--- src/rtl/flc_pkg.sv ---
package flc_pkg;

    typedef enum logic [1:0] {
        ST_IDLE = 2'd0,
        ST_HEAD = 2'd1,
        ST_BODY = 2'd2
    } flc_state_e;

    typedef enum logic [1:0] {
        TAG_NONE   = 2'd0,
        TAG_SINGLE = 2'd1,
        TAG_DOUBLE = 2'd2
    } flc_tag_e;

    localparam logic [15:0] TPID_CUST  = 16'h8100;
    localparam logic [15:0] TPID_SERV  = 16'h88A8;
    localparam int          OFS_OUTER  = 12;
    localparam int          OFS_INNER  = 16;
    localparam int          HDR_BYTES  = 18;
    localparam int          MIN_FRAME  = 64;
    localparam int          ALLOW_ONE  = 4;
    localparam int          ALLOW_TWO  = 8;

endpackage

--- src/rtl/flc_tag_classifier.sv ---
module flc_tag_classifier
    import flc_pkg::*;
#(
    parameter int LEN_W = 16
) (
    input  logic             clk,
    input  logic             rst_n,
    input  logic             hdr_beat,
    input  logic             sop,
    input  logic [LEN_W-1:0] idx,
    input  logic [7:0]       data,
    output logic             outer_cust,
    output logic             outer_serv,
    output logic             inner_cust
);
    logic [7:0] hi_outer_q, hi_inner_q;
    logic       outer_cust_q, outer_serv_q, inner_cust_q;
    logic       at_outer_lo, at_inner_lo;

    always_comb begin
        at_outer_lo = hdr_beat && (idx == LEN_W'(OFS_OUTER + 1));
        at_inner_lo = hdr_beat && (idx == LEN_W'(OFS_INNER + 1));
        outer_cust  = (!sop && outer_cust_q) ||
                      (at_outer_lo && ({hi_outer_q, data} == TPID_CUST));
        outer_serv  = (!sop && outer_serv_q) ||
                      (at_outer_lo && ({hi_outer_q, data} == TPID_SERV));
        inner_cust  = (!sop && inner_cust_q) ||
                      (at_inner_lo && ({hi_inner_q, data} == TPID_CUST));
    end

    always_ff @(posedge clk) begin
        if (!rst_n) begin
            hi_outer_q   <= '0;
            hi_inner_q   <= '0;
            outer_cust_q <= 1'b0;
            outer_serv_q <= 1'b0;
            inner_cust_q <= 1'b0;
        end else if (hdr_beat) begin
            if (idx == LEN_W'(OFS_OUTER)) hi_outer_q <= data;
            if (idx == LEN_W'(OFS_INNER)) hi_inner_q <= data;
            outer_cust_q <= outer_cust;
            outer_serv_q <= outer_serv;
            inner_cust_q <= inner_cust;
        end
    end
endmodule

--- config.mk ---
export PLATFORM = sky130hd
export DESIGN_NAME = flc_tag_classifier
export DESIGN_NICKNAME = d
export VERILOG_FILES = /design/src/rtl/flc_pkg.sv /design/src/rtl/flc_tag_classifier.sv
export SDC_FILE = /design/constraint.sdc
export NUM_CORES = 1
export LEC_CHECK = 0
export BUFFER_PORTS_ARGS = -buffer_cell sky130_fd_sc_hd__buf_2
export CAP_MARGIN = 25
export CORE_MARGIN = 3
export CORE_UTILIZATION = 41
export DETAILED_ROUTE_END_ITERATION = 12
export HOLD_SLACK_MARGIN = 0.08
export PLACE_DENSITY_LB_ADDON = 0.1
export SLEW_MARGIN = 20
export SYNTH_ARGS = -nofsm -noshare
export SYNTH_HDL_FRONTEND = slang
export SYNTH_SLANG_ARGS = --single-unit
export TNS_END_PERCENT = 10
--- constraint.sdc ---
create_clock -name clk -period 2.9 [get_ports clk]
set_input_delay 0.435 -clock clk [delete_from_list [all_inputs] [get_ports clk]]
set_output_delay 0.435 -clock clk [all_outputs]
set_load 0.02 [all_outputs]
# [Yosys cells after proc, flatten, opt, wreduce, memory -nomap -nowiden]
# Cells that the tools add are included.
[word_totals] ff_bits=19 out_inout_bits=3 elab_cells=26
[classes] n_eq_ne=7 reduce_logical=14
[op_table] cell="$eq A16 B16 Y1 const B" count=3
[op_table] cell="$eq A16 B4 Y1 const B" count=2
[op_table] cell="$eq A16 B5 Y1 const B" count=2
[op_table] cell="$logic_and A1 B1 Y1" count=8
[op_table] cell="$reduce_and A2 Y1" count=2
[op_table] cell="$logic_or A1 B1 Y1" count=3
[op_table] cell="$logic_not A1 Y1" count=1

# [Depth between registers and ports, before layout]
# Gate-level depths: netlist (run 1).
[depth] ltp_word=4 depth_mapped=6 mapped_depth_nobuf=4

# [Worst setup path before layout (run 1)]
# OpenSTA, ideal clock, no wires.
[synth_timing] path_kind="input -> output" start="input port idx[5]" end="output port outer_cust" t_arrival_ns=1.812 t_required_ns=2.465 setup_slack_ns=0.653 path_stages=4 cell_sequence="or4b_4 nor4b_1 nand4_1 o21ai_0"
[synth_between] elab_chain_len=4
[synth_lines] item="start: declaration" line="flc_tag_classifier.sv:10" rtl="input logic [LEN_W-1:0] idx,"
[synth_lines] item="$eq A16 B4 Y1" line="flc_tag_classifier.sv:21" rtl="at_outer_lo = hdr_beat && (idx == LEN_W'(OFS_OUTER + 1));"
[synth_lines] item="$logic_and A1 B1 Y1" line="flc_tag_classifier.sv:21"
[synth_lines] item="$logic_and A1 B1 Y1" line="flc_tag_classifier.sv:24" rtl="(at_outer_lo && ({hi_outer_q, data} == TPID_CUST));"
[synth_lines] item="$logic_or A1 B1 Y1" line="flc_tag_classifier.sv:23" rtl="outer_cust = (!sop && outer_cust_q) ||"
[synth_lines] item="end: declaration" line="flc_tag_classifier.sv:12" rtl="output logic outer_cust,"
# No other way between the ends.

# [Final worst setup path (run 1)]
[layout_timing] start="input port idx[5]" end="output port inner_cust"
[layout_between] elab_chain_len=4
[layout_lines] item="$eq A16 B5 Y1" line="flc_tag_classifier.sv:22" rtl="at_inner_lo = hdr_beat && (idx == LEN_W'(OFS_INNER + 1));"
[layout_lines] item="$logic_and A1 B1 Y1" line="flc_tag_classifier.sv:22"
[layout_lines] item="$logic_and A1 B1 Y1" line="flc_tag_classifier.sv:28" rtl="(at_inner_lo && ({hi_inner_q, data} == TPID_CUST));"
[layout_lines] item="$logic_or A1 B1 Y1" line="flc_tag_classifier.sv:27" rtl="inner_cust = (!sop && inner_cust_q) ||"
[layout_lines] item="end: declaration" line="flc_tag_classifier.sv:14" rtl="output logic inner_cust"
# No other way between the ends.

==> impl_metrics.csv, run 1 <==
group,metric,value,unit
outcome,outcome,"finished clean",
drt,routed_via_density,5.75,
synth,yosys_warnings,0,
cts,clk_path_buf_depth,2,
synth,synth_fp_nets,142,
cts,clk_latency,0.30,ns
floorplan,die_height,55.2,um
timing,finalCritPeriodShare,86.6,%
cells_and_area,multi_input_area,546,um2
critical_path,worstPathMaxFanout,3,
global_routing,gr-total-overflow,0,
cts,cts_root_buf,"clkbuf_4",
pwr,p_sw,0.103,mW
cells_and_area,fin_nets,173,
synth,yosysUniqueCellTypes,26,
critical_path,cp-end-kind,"primary output",
pwr,p_leak,0.421,nW
timing,slew_headroom,48.0,%
cts,htree_levels,1,
worst_hold_path,hp-start,"data[3]",
timing,drv_slew,0,
pwr,p_per_area,375,mW/mm2
floorplan,num_rows,17,
pwr,ir_drop,265,uV
pwr,power_frac_comb,9.2,%
global_routing,grt_pass1_wl,4240,um
critical_path,rr_endpoint,"outer_serv_q",
floorplan,fp.coreArea,0.00225,mm2
timing,finClkSkew,0.00769,ns
placed_design,gp_congestion,0.746,
cells_and_area,drive_gt1_share,27.1,%
placed_design,io_buffers,30,
cells_and_area,regArea,380,um2
critical_path,rrSetupSlack,1.30,ns
cells_and_area,final_area,0.00116,mm2
synth,synth.avg_cell_area,8.71,um2
drt,vias,989,
critical_path,cp-startpoint,"idx[5]",
timing,worst_hold_slack,0.425,ns
drt,drtIter0Drc,29,
synth,ys_ff_latch,19,
global_routing,grt_max_degree,20,
timing,setup_viol_count_final,0,
timing,final-hold-violation-count,0,
floorplan,die_x,55.2,um
cells_and_area,final_common_cell,"buf_2",
global_routing,antenna_found_initial,0,
pwr,switching_share,23.5,%
cells_and_area,n_fill_cell,247,
cts,post_cts_resized,0,
cts,post_cts_buffers,0,
synth,netlist_area,993,um2
floorplan,dieArea,0.00305,mm2
timing,worstMarginPinSlew,0.774,ns
timing,rsz0062_at_grt,"no",
cells_and_area,area_growth,17.1,%
cells_and_area,diodes,0,
timing,setup_tns,0,ns
global_routing,grt_pass1_vias,979,
drt,wl,2410,um
pwr,p_clk_share,31.0,%
cts,path_clk_slew,0.10,ns
drt,ant_nets,0,
synth,synthCells,114,
floorplan,io_pins,31,
cts,cts_tree,"done",
pwr,power_frac_seq,59.7,%
critical_path,r2r_start,"hi_outer_q[2]",
critical_path,worst-setup-path-type,"in2out",
cts,cts.sinks,19,
drt,firstDrtPassIters,4,
global_routing,grtUsageTotal,16.6,%
critical_path,required,2.47,ns
critical_path,cp_data_arrival_time,2.08,ns
cells_and_area,layout_common_cells,"30 x buf_2, 19 x dfxtp_1, 18 x nand3_1",
run,drv_cap,0,
placed_design,dp_hpwl,1850,um
critical_path,ff2ff_path_depth,4,
drt,wl_per_cell,14.0,um
worst_hold_path,hold_class,"in2reg",
pwr,p_int,0.334,mW
cts,ctsHoldBuffers,0,
placed_design,placed_area,0.00114,mm2
timing,fmax,398,MHz
critical_path,critPathLaunchType,"input port",
cts,cts_buffers,3,
synth,yosysSeqAreaShare,38.3,%
timing,fin_crit,2.51,ns
drt,drc,0,
critical_path,endpoint,"inner_cust",
floorplan,start_util,44.1,%
## critical path, stage by stage
cell	delay (ns)
buf_2	0.09
or4b_4	0.56
nor4b_1	0.48
nand4_1	0.21
o21ai_0	0.11
buf_2	0.18
## per-layer routing
| metal | vias up | global-route usage (%) | share of wire, % |
|---|---|---|---|
| met4 | 0 | 4.17 | 0.33 |
| met1 | 464 | 20.9 | 46 |
| li1 | 497 | - | - |
| met2 | 26 | 29.2 | 49 |
| met3 | 2 | 2.80 | 4.7 |
| met5 | - | 0 | 0 |
## cells by family after synthesis
family,synth area share [%]
flops,38.3
buf+inv,6.80
simple gates,30.6
compound gates,24.3
## Yosys cell counts
master,instances,area [um2]
and4_1,1,8.76
clkbuf_1,2,7.51
nor3_1,1,5.00
nor2_1,2,7.51
a21boi_1,10,75.1
and3_1,1,6.26
o21ai_2,1,8.76
nand2_1,5,18.8
nor3b_1,1,7.51
a21boi_0,9,67.6
inv_1,3,11.3
or4_4,1,11.3
nand4_1,4,25.0
or4b_4,1,13.8
nor4_1,3,18.8
buf_6,3,33.8
nor4b_1,2,17.5
o21ai_1,9,45.0
nor4_4,1,21.3
and3b_1,1,8.76
nand2b_1,1,6.26
buf_8,1,15.0
dfxtp_1,19,380
o21ai_0,9,45.0
nand3_1,18,90.1
or4_1,5,37.5
## cell type report
class | instances | share of cell area [%]
Multi-Input combinational cell | 86 | 46.9
Sequential cell | 19 | 32.7
Clock buffer | 4 | 2.26
Inverter | 3 | 0.968
Timing Repair Buffer | 32 | 14.2
Tap cell | 28 | 3.01
## power by group through the flow
stage / registers (mW) / clock network [mW] / logic (mW)
finish: 0.261 / 0.136 / 0.0403
floorplan: 0.267 / 0 / 0.0117
detailed placement: 0.267 / 0 / 0.0402
global route: 0.261 / 0.151 / 0.0448
CTS: 0.261 / 0.142 / 0.0403
global placement: 0.267 / 0 / 0.0392
## how the worst min path moves through the flow
stage | to | slack, ns | depth (start not counted)
floorplan | hi_inner_q[0] | 0.44 | 2
global placement | hi_inner_q[0] | 0.45 | 2
detailed placement | outer_cust_q | 0.46 | 2
finish | hi_inner_q[3] | 0.42 | 3
CTS | hi_inner_q[3] | 0.42 | 3
global route | hi_outer_q[6] | 0.42 | 3
## through the flow
| step | total power, mW | cells | setup WS (ns) | utilization [%] |
|---|---|---|---|---|
| floorplan | 0.278 | 114 | 0.653 | - |
| global placement | 0.306 | 168 | 0.437 | 50.4 |
| detailed placement | 0.307 | 168 | 0.379 | 50.4 |
| CTS | 0.443 | 172 | 0.378 | 51.6 |
| global route | 0.457 | 172 | 0.156 | 51.6 |
| finish | 0.437 | 172 | 0.388 | 51.6 |
## state kept, by name (all words and copies together) (netlist names)
register,count
outer_cust_q,1
hi_inner_q,8
inner_cust_q,1
outer_serv_q,1
hi_outer_q,8
Note: power is estimated with default switching activity, not from simulation.
==> run 2, diff against run 1 <==
==> constraint.sdc (replaced) <==
create_clock -name clk -period 2.7 [get_ports clk]
set_input_delay 0.405 -clock clk [delete_from_list [all_inputs] [get_ports clk]]
set_output_delay 0.405 -clock clk [all_outputs]
set_load 0.02 [all_outputs]
==> run 2 against run 1 <==
Routed wire length down 1.0%; sequential power grew 7%; largest cell class unchanged; cell count grew 0.58%; critical path type unchanged; die area unchanged; global-route usage shrank 0.23 points; register-to-register slack got worse by 0.23 ns; critical endpoint is now outer_cust; count of clock-buffer cells in the layout unchanged; setup slack lost 0.12 ns; flip-flop and latch count did not move; total power increased by 8.0%; largest power group unchanged; first-iteration DRC count unchanged; design area rose by 0.64%.
==> impl_metrics.csv, run 2 (synthesis results as in run 1) <==
group,metric,value,unit
drt,wl_per_cell,13.8,um
cts,post_cts_resized,0,
critical_path,cp_data_arrival_time,2.02,ns
timing,setup_tns,0,ns
pwr,total_power,0.472,mW
floorplan,start_util,44.1,%
floorplan,die_height,55.2,um
drt,routed_via_density,5.72,
critical_path,crit_chain,"buf_2 -> or4b_4 -> nor4b_1 -> nand4_1 -> o21ai_0 -> buf_2",
timing,setup_viol_count_final,0,
timing,final-hold-violation-count,0,
timing,finalCritPeriodShare,90.0,%
critical_path,cp-end-kind,"primary output",
cells_and_area,regArea,380,um2
cts,clk_path_buf_depth,2,
critical_path,critPathLaunchType,"input port",
floorplan,fp.coreArea,0.00225,mm2
global_routing,antenna_found_initial,0,
critical_path,worst-setup-path-type,"in2out",
timing,slew_headroom,65.8,%
cts,clk_latency,0.30,ns
floorplan,num_rows,17,
cts,htree_levels,1,
cts,cts.sinks,19,
timing,finClkSkew,0.00124,ns
timing,fin_crit,2.43,ns
critical_path,max_stage_delay,0.56,ns
critical_path,required,2.30,ns
global_routing,grt_max_degree,20,
cts,ctsHoldBuffers,0,
critical_path,crit_buf_inv,2,
critical_path,worstPathMaxFanout,3,
global_routing,gr-total-overflow,0,
outcome,outcome,"finished clean",
cells_and_area,largestRegisters,"hi_inner_q (8), hi_outer_q (8)",
critical_path,crit_family,"simple AND/OR/NAND/NOR gates",
global_routing,grt_pass1_vias,976,
drt,drtIter0Drc,29,
floorplan,io_pins,31,
timing,drv_slew,0,
critical_path,crit_slowest_cell,"or4b_4",
cells_and_area,drive_gt1_share,27.6,%
floorplan,dieArea,0.00305,mm2
critical_path,crit_path_frequent_cell,"buf_2",
cells_and_area,multi_input_area,546,um2
timing,rsz0062_at_grt,"no",
cells_and_area,fin_nets,174,
global_routing,grtUsageTotal,16.4,%
cts,cts_tree,"done",
drt,vias,990,
drt,firstDrtPassIters,4,
cells_and_area,diodes,0,
cells_and_area,layout_common_cells,"30 x buf_2, 19 x dfxtp_1, 18 x nand3_1",
drt,drc,0,
run,drv_cap,0,
global_routing,grt_pass1_wl,4210,um
cells_and_area,n_fill_cell,238,
drt,wl,2390,um
cts,path_clk_slew,0.11,ns
pwr,p_leak,0.427,nW
cells_and_area,final_common_cell,"buf_2",
timing,worstMarginPinSlew,0.508,ns
cts,cts_root_buf,"clkbuf_4",
placed_design,io_buffers,30,
cts,cts_buffers,3,
floorplan,die_x,55.2,um
pwr,ir_drop,221,uV
timing,fmax,412,MHz
cells_and_area,area_growth,17.9,%
cts,post_cts_buffers,0,
drt,ant_nets,0,
placed_design,dp_hpwl,1870,um
pwr,p_per_area,403,mW/mm2
worst_hold_path,hold_class,"in2reg",
placed_design,gp_congestion,0.748,
## run 2: cell types whose count changed in the layout (fill, tap and decap cells not counted), sizes merged
cell	before	now
buf	32	33
## run 2: worst reg2reg max path: cells and delay by family (launching register included)
kind	cells	cell delay, ns
and+or+nand+nor	3	1.06
AOI/OAI and AO/OA	1	0.19
DFF	1	0.33
## run 2: report_power, final
| part | total (mW) | switching [mW] | internal (mW) |
|---|---|---|---|
| logic | 0.0431 | 0.0219 | 0.0212 |
| clock network | 0.148 | 0.0908 | 0.0575 |
| registers | 0.280 | 0.000000871 | 0.280 |
## run 2: stage by stage
stage               util (%)  area [um2]  setup slack [ns]  instances  hold WS, ns
CTS                     51.9        1170             0.244        173        0.385
global placement        50.8        1140             0.297        169        0.448
detailed placement      50.8        1140             0.246        169        0.465
global route            51.9        1170             0.102        173        0.390
finish                  51.9        1170             0.271        173        0.389
floorplan                  -         993             0.513        114        0.438
## run 2: cell type report
cell class | count | share of cell area [%]
repair buffers | 33 | 14.7
multi-input cells | 86 | 46.6
clock buffers | 4 | 2.24
well taps | 28 | 2.99
inverters | 3 | 0.962
flip-flops and latches | 19 | 32.5
## run 2: final timing paths
kind | from | to | slack (ns) | cells after the start
worst max-delay path | idx[5] | outer_cust | 0.27 | 6
worst min-delay path | data[3] | hi_inner_q[3] | 0.39 | 3
worst max register to register | hi_outer_q[2] | outer_cust_q | 1.07 | 4
worst min register to register | outer_cust_q | outer_cust_q | 0.48 | 2
## run 2: metal layers
metal	wire [um]	GRT usage (%)
met1	1100	21.4
met2	1180	28.7
met3	104	3.74
met4	0	1.04
met5	0	0
